<file path="src/rtl/seqcnt5_pkg.sv">
`timescale 1ns/1ps
package seqcnt5_pkg;

  localparam int CODE_W = 3;

  typedef logic [CODE_W-1:0] code_t;

  localparam code_t CODE_ZERO  = 3'b000;
  localparam code_t CODE_TWO   = 3'b010;
  localparam code_t CODE_THREE = 3'b011;
  localparam code_t CODE_FIVE  = 3'b101;
  localparam code_t CODE_SIX   = 3'b110;

  // Bit positions of the three state bits inside a code.
  localparam int BIT_C = 2;
  localparam int BIT_B = 1;
  localparam int BIT_A = 0;

  // D-register next state, one sum-of-products term set per bit.
  function automatic code_t seq_next(input code_t cur);
    logic c, b, a;
    code_t nxt;
    c = cur[BIT_C];
    b = cur[BIT_B];
    a = cur[BIT_A];
    nxt[BIT_C] = a;
    nxt[BIT_B] = (~a & ~c) | ~b;
    nxt[BIT_A] = b & ~c;
    return nxt;
  endfunction

  // True for the five codes on the counting loop.
  function automatic logic seq_in_cycle(input code_t cur);
    return (cur == CODE_ZERO) || (cur == CODE_TWO) || (cur == CODE_THREE) ||
           (cur == CODE_FIVE) || (cur == CODE_SIX);
  endfunction

endpackage

</file>
<file path="src/rtl/seqcnt5_rst_sync.sv">
`timescale 1ns/1ps
module seqcnt5_rst_sync #(
  parameter int STAGES = 2
) (
  input  logic clk,
  input  logic arst_n,
  output logic srst_n
);

  generate
    if (STAGES <= 1) begin : g_single
      logic stage_r;
      always_ff @(posedge clk or negedge arst_n) begin
        if (!arst_n) stage_r <= 1'b0;
        else         stage_r <= 1'b1;
      end
      assign srst_n = stage_r;
    end else begin : g_chain
      logic [STAGES-1:0] chain_r;
      always_ff @(posedge clk or negedge arst_n) begin
        if (!arst_n) chain_r <= '0;
        else         chain_r <= {chain_r[STAGES-2:0], 1'b1};
      end
      assign srst_n = chain_r[STAGES-1];
    end
  endgenerate

endmodule

</file>
<file path="src/rtl/seqcnt5_next.sv">
`timescale 1ns/1ps
module seqcnt5_next
  import seqcnt5_pkg::*;
(
  input  code_t cur,
  input  logic  adv,
  output code_t nxt
);

  code_t step_code;

  always_comb begin
    step_code = seq_next(cur);
    nxt       = adv ? step_code : cur;
  end

endmodule

</file>
<file path="src/rtl/seqcnt5_reg.sv">
`timescale 1ns/1ps
module seqcnt5_reg
  import seqcnt5_pkg::*;
(
  input  logic  clk,
  input  logic  clr_n,
  input  code_t d,
  output code_t q
);

  code_t q_r;

  always_ff @(posedge clk or negedge clr_n) begin
    if (!clr_n) q_r <= CODE_ZERO;
    else        q_r <= d;
  end

  assign q = q_r;

endmodule

</file>
<file path="src/rtl/seqcnt5.sv">
`timescale 1ns/1ps
module seqcnt5
  import seqcnt5_pkg::*;
#(
  parameter int SYNC_STAGES = 2
) (
  input  logic       clk,
  input  logic       rst_n,
  input  logic       cnt_en,
  output logic [2:0] cnt_q
);

  logic  clr_n;
  logic  rst_sync_n;
  code_t state_cur;
  code_t state_d;

  seqcnt5_rst_sync #(.STAGES(SYNC_STAGES)) u_sync (
    .clk    (clk),
    .arst_n (rst_n),
    .srst_n (rst_sync_n)
  );

  // Assertion of rst_n clears the register at once; release follows the synchronizer.
  assign clr_n = rst_sync_n & rst_n;

  seqcnt5_next u_next (
    .cur (state_cur),
    .adv (cnt_en),
    .nxt (state_d)
  );

  seqcnt5_reg u_reg (
    .clk   (clk),
    .clr_n (clr_n),
    .d     (state_d),
    .q     (state_cur)
  );

  assign cnt_q = state_cur;

endmodule

</file>
<file path="config.mk">
export PLATFORM = sky130hd
export DESIGN_NAME = seqcnt5
export DESIGN_NICKNAME = d
export VERILOG_FILES = /design/src/rtl/seqcnt5_pkg.sv /design/src/rtl/seqcnt5_rst_sync.sv /design/src/rtl/seqcnt5_next.sv /design/src/rtl/seqcnt5_reg.sv /design/src/rtl/seqcnt5.sv
export SDC_FILE = /design/constraint.sdc
export NUM_CORES = 1
export LEC_CHECK = 0
export CORE_AREA = 2 2 39 41
export CTS_CLUSTER_SIZE = 40
export DETAILED_ROUTE_END_ITERATION = 16
export DIE_AREA = 0 0 41 43
export DONT_BUFFER_PORTS = 1
export HOLD_SLACK_MARGIN = 0.08
export MAX_ROUTING_LAYER = met4
export PLACE_DENSITY_LB_ADDON = 0.1
export SYNTH_ARGS = -nofsm -noshare
export SYNTH_HDL_FRONTEND = slang
export SYNTH_SLANG_ARGS = --single-unit
</file>
<file path="constraint.sdc">
create_clock -name clk -period 0.8 [get_ports clk]
set_input_delay 0.04 -clock clk [delete_from_list [all_inputs] [get_ports clk]]
set_output_delay 0.04 -clock clk [all_outputs]
set_load 0.01 [all_outputs]
</file>
[After elaboration in Yosys (flattened, before gate mapping)]
Index checks and enable logic that the tools add are counted.
Word-level totals
  bits in registers: 5
  output and inout bits: 3
  logic and storage cells: 9
Operators by class
  bitwise gates (word level): 7
Operators with widths (count)
  AND 1 bit: 3
  NOT 1 bit: 3
  OR 1 bit: 1

[Depth between registers and ports, before layout]
  depth after elaboration: 3
  depth in mapped cells: 2
  gate-level depth less buffers: 2

[Hierarchy]
Synthesis repeated with hierarchy kept, for this count alone.
Second synthesis, totals
  cell total of the unflattened synthesis: 13
  area total of the unflattened synthesis: 181.4 um2
By module, submodules not included
  seqcnt5_reg: instances 1, cells an instance 3, area each 75.1 um2
  seqcnt5_rst_sync: instances 1, cells an instance 3, area each 53.8 um2
  seqcnt5_next: instances 1, cells an instance 6, area each 46.3 um2
  seqcnt5: instances 1, cells an instance 1, area each 6.3 um2

[Worst setup path after synthesis]
Ideal clock, no wire load.
  kind: reg2reg
  start: register, netlist name u_reg.q[2]
  end: register u_reg.q_r[2], in the netlist u_reg.q[2]
  setup time: 0.125 ns
  data arrival time: 0.674 ns
  data required time: 0.675 ns
  setup slack: 0.001 ns
  cell stages (with the launch flop): 2
  clock period less this slack: 0.799 ns
  cell sequence: dfrtp_1 > mux2_4
RTL lines
  to (signal assigned): RTL line seqcnt5_reg.sv:14  | if (!clr_n) q_r <= CODE_ZERO;
  to (signal assigned): RTL line seqcnt5_reg.sv:15  | else q_r <= d;
  to (decl): RTL line seqcnt5_reg.sv:11  | code_t q_r;

[Worst setup path after layout]
  start: register u_reg.q_r[0], in the netlist u_reg.q[0]
  end: output port cnt_q[0]
RTL lines
  to (decl): RTL line seqcnt5.sv:10  | output logic [2:0] cnt_q
No word-level cell between the ends.

==> impl_table.tex <==
\begin{tabular}{lr}
\hline
Metric & Value \\
\hline
\multicolumn{2}{l}{\textbf{Synthesis}} \\
Portion of synthesized cell area occupied by the leading cell type & 0.662 \\
Register area share after synthesis & 0.662 \\
Cell Area, Synth & 189 um2 \\
Post-synthesis share of cell area spent on and, or, nand and nor gates & 0.0728 \\
Main combinational cell family by area after synthesis & compound AO/OA/AOI/OAI gates \\
Fraction of the mapped netlist area in compound gates & 0.106 \\
Number of library cell types mapped by synthesis & 10 \\
Synth Instances & 14 \\
Warning count from the yosys run & 0 \\
Post-synthesis sequential element count & 5 \\
Mux share of post-synthesis cell area & 0.0795 \\
Synthesized-area fraction occupied by adder cells & 0 \\
Net count after synthesis & 17 \\
Yosys top cell by area & sky130\_fd\_sc\_hd\_\_dfrtp\_1 \\
Cell types occupying the most area after synthesis & sky130\_fd\_sc\_hd\_\_dfrtp\_1 (66\%), sky130\_fd\_sc\_hd\_\_mux2\_4 (7.9\%), sky130\_fd\_sc\_hd\_\_buf\_4 (4.0\%), sky130\_fd\_sc\_hd\_\_nand3b\_1 (4.0\%), sky130\_fd\_sc\_hd\_\_o211ai\_1 (4.0\%) \\
Synth Area per Inst & 13.5 um2 \\
XOR/XNOR Fraction of Synth Area & 0 \\
\multicolumn{2}{l}{\textbf{CTS}} \\
Maximum clock path buffer count & 2 \\
Clock Sink Count & 5 \\
H-tree depth & 1 \\
Quantity of hold-fixing buffers added after cts & 2 \\
Insertion delay to the later sink of the worst-skew pair & 0.24 ns \\
Clock slew at reported path FFs & 0.04 ns \\
Total clock buffers created by CTS & 3 \\
TritonCTS clock tree & built \\
CTS Root Buffer Type & sky130\_fd\_sc\_hd\_\_clkbuf\_4 \\
\multicolumn{2}{l}{\textbf{Route}} \\
Total wire length after detailed routing & 307 um \\
Detail Route Antenna Nets & 0 \\
Routed length per placed instance & 7.87 um \\
Drt initial violations & 1 \\
Drt via density & 3.33 \\
Final routed DRC violation total & 0 \\
First drt pass iteration count & 2 \\
Vias after detailed routing & 130 \\
\multicolumn{2}{l}{\textbf{Final layout}} \\
Non-Filler Instances & 39 \\
Layout overhead on the synthesized area & 55.0\% \\
Number of nets in the layout & 27 \\
Final core utilization & 0.212 \\
Area of the multi-input gates & 52.6 um2 \\
Filler cell count & 148 \\
Storage cell area & 125 um2 \\
Share of post-route cells with drive strength above 1 & 0.348 \\
Antenna diode count & 0 \\
\multicolumn{2}{l}{\textbf{Die}} \\
Floorplan die area & 1760 um2 \\
I/O pin total & 6 \\
Die span in y & 43 um \\
Initial standard-cell utilization of the core & 0.137 \\
Floorplan core area & 1380 um2 \\
Width of the die & 41 um \\
Row cnt & 14 \\
\multicolumn{2}{l}{\textbf{STA}} \\
Final Cycle Share & 1.03 \\
Post-route worst hold slack & -0.119 ns \\
Hold violation total from the final report & 3 \\
Smallest setup slack after layout & -0.0240 ns \\
Number of max-slew violations in the final report & 0 \\
Time the final worst path needs with I/O delays and setup & 0.824 ns \\
Achievable clock frequency & 1210 MHz \\
Setup total negative slack & -0.0502 ns \\
Setup-failing EPs final & 3 \\
Setup Skew & 0.00461 ns \\
RSZ-0062 raised after global routing & yes \\
\multicolumn{2}{l}{\textbf{Hold path}} \\
Worst hold path startpoint & cnt\_en \\
Path type of the worst min-delay path & input pin to register \\
Terminating pin of the worst hold path & u\_reg.q[0] \\
Cell depth of the worst min-delay path & 1 \\
\multicolumn{2}{l}{\textbf{Worst setup path}} \\
Buffers and inverters on the worst path & 1 \\
Setup slack of the most critical reg-to-reg path & -0.01 ns \\
Longest individual stage delay on the worst path & 0.41 ns \\
Crit Path Max Fanout & 4 \\
Critical path endpoint category & primary output \\
Kind of start point of the critical path & register \\
Crit path max-delay cell type & sky130\_fd\_sc\_hd\_\_dfrtp\_1 \\
Startpoint of the most critical register-to-register path & u\_reg.q[2] \\
Cell breakdown of the critical path & buf\_6 \\
Arrival time at the worst endpoint & 0.78 ns \\
Type of the worst setup path & register to primary output \\
Timing startpoint of the critical path & u\_reg.q[0] \\
Worst R2R Path Depth & 1 \\
Worst EP required & 0.76 ns \\
Worst flop-to-flop path endpoint & u\_reg.q[2] \\
Dominant delay contributor by cell family on the critical path & flip-flops \\
\multicolumn{2}{l}{\textbf{Global route}} \\
Pin count of the biggest net entering global routing & 6 \\
First-pass GRT wire length & 545 um \\
Number of antenna violations at the first check in global routing & 0 \\
Number of global-route vias before repair & 133 \\
Total track usage & 0.0591 \\
Total global routing overflow & 0 \\
\multicolumn{2}{l}{\textbf{Job}} \\
Count of maximum capacitance violations & 0 \\
\multicolumn{2}{l}{\textbf{Status}} \\
Run status & finished with violations \\
Violated checks & hold timing, setup timing \\
\multicolumn{2}{l}{\textbf{Power and ir drop}} \\
Lkg Pwr & 0.132 nW \\
Ratio of total power to cell area & 3690 nW/um2 \\
Total chip power & 1.08 mW \\
Maximum VDD drop & 0.00119 V \\
\multicolumn{2}{l}{\textbf{Placement}} \\
Number of placed instances, taps included & 32 \\
Number of input and output port buffers inserted & 0 \\
GP Congestion & 0.510 \\
\hline
\end{tabular}
-- logic make-up (layout without fill, tap and decap cells) --
logic type / after synthesis / in the layout
DFF: 5 / 5
other: 1 / 1
muxes: 1 / 1
AOI/OAI and AO/OA: 3 / 3
buffers and inverters: 2 / 11
and+or+nand+nor: 2 / 2
-- Yosys cell counts --
cell type and count:
sky130_fd_sc_hd__and2_1 1, sky130_fd_sc_hd__buf_4 1, sky130_fd_sc_hd__conb_1 1, sky130_fd_sc_hd__dfrtp_1 5, sky130_fd_sc_hd__inv_1 1, sky130_fd_sc_hd__mux2_4 1, sky130_fd_sc_hd__nand3b_1 1, sky130_fd_sc_hd__o211ai_1 1
sky130_fd_sc_hd__o21a_1 1, sky130_fd_sc_hd__o21ai_0 1
-- repair_timing --
action	in CTS	in global routing
buffers inserted	1	0
endpoints found under the setup margin	4	6
resized for setup	3	2
hold endpoints to repair	8	3
pin swaps	1	2
-- worst max path at each step --
stage / end / slack (ns) / cells past startpoint
final: cnt_q[0] / -0.02 / 1
after global routing: cnt_q[2] / -0.07 / 1
after CTS: cnt_q[2] / -0.04 / 1
after detailed placement: u_reg.q[2] / 0.007 / 1
after global placement: u_reg.q[2] / 0.02 / 1
after floorplan: u_reg.q[2] / 0.001 / 1
-- layout by cell type (no fill, tap or decap) --
master and instances:
sky130_fd_sc_hd__nand3b_1 1, sky130_fd_sc_hd__clkbuf_4 3, sky130_fd_sc_hd__dfrtp_1 5, sky130_fd_sc_hd__dlygate4sd3_1 2
sky130_fd_sc_hd__and2_1 1, sky130_fd_sc_hd__buf_6 4, sky130_fd_sc_hd__o21ai_1 1, sky130_fd_sc_hd__o21a_1 1
sky130_fd_sc_hd__o211ai_1 1, sky130_fd_sc_hd__conb_1 1, sky130_fd_sc_hd__clkbuf_1 1, sky130_fd_sc_hd__inv_1 1
sky130_fd_sc_hd__mux2_4 1
-- metrics by stage --
stage / cell area, um2 / setup slack [ns]
3_3_place_gp: 224 / 0.0224
5_1_grt: 293 / -0.0711
2_1_floorplan: 189 / 0.000999
6_report: 293 / -0.0240
4_1_cts: 289 / -0.0392
3_5_place_dp: 224 / 0.00685
-- state kept, by name, indices dropped and copies added, names as in the netlist --
| register | count |
|---|---|
| u_sync.g_chain.chain_r | 2 |
| u_reg.q | 3 |
-- power by group --
group / switching [mW] / internal [mW]
Combinational: 0.121 / 0.261
Clock: 0.0959 / 0.188
Sequential: 0.0789 / 0.334
Total: 0.296 / 0.783
-- layout make-up --
class,instances,area share
inverter,1,0.0128
timing repair buffer,6,0.222
multi-input combinational,7,0.179
tap,16,0.0684
sequential,5,0.427
clock buffer,4,0.0897
-- per-layer routing --
metal | share of wire | GRT usage | up-vias | routed length (um)
li1 | - | - | 62 | -
met1 | 0.37 | 0.0526 | 58 | 113
met2 | 0.42 | 0.0531 | 8 | 130
met3 | 0.18 | 0.0628 | 2 | 54
met4 | 0.026 | 0.0800 | 0 | 8
met5 | 0 | - | - | 0
(Power assumes the default switching activity.)
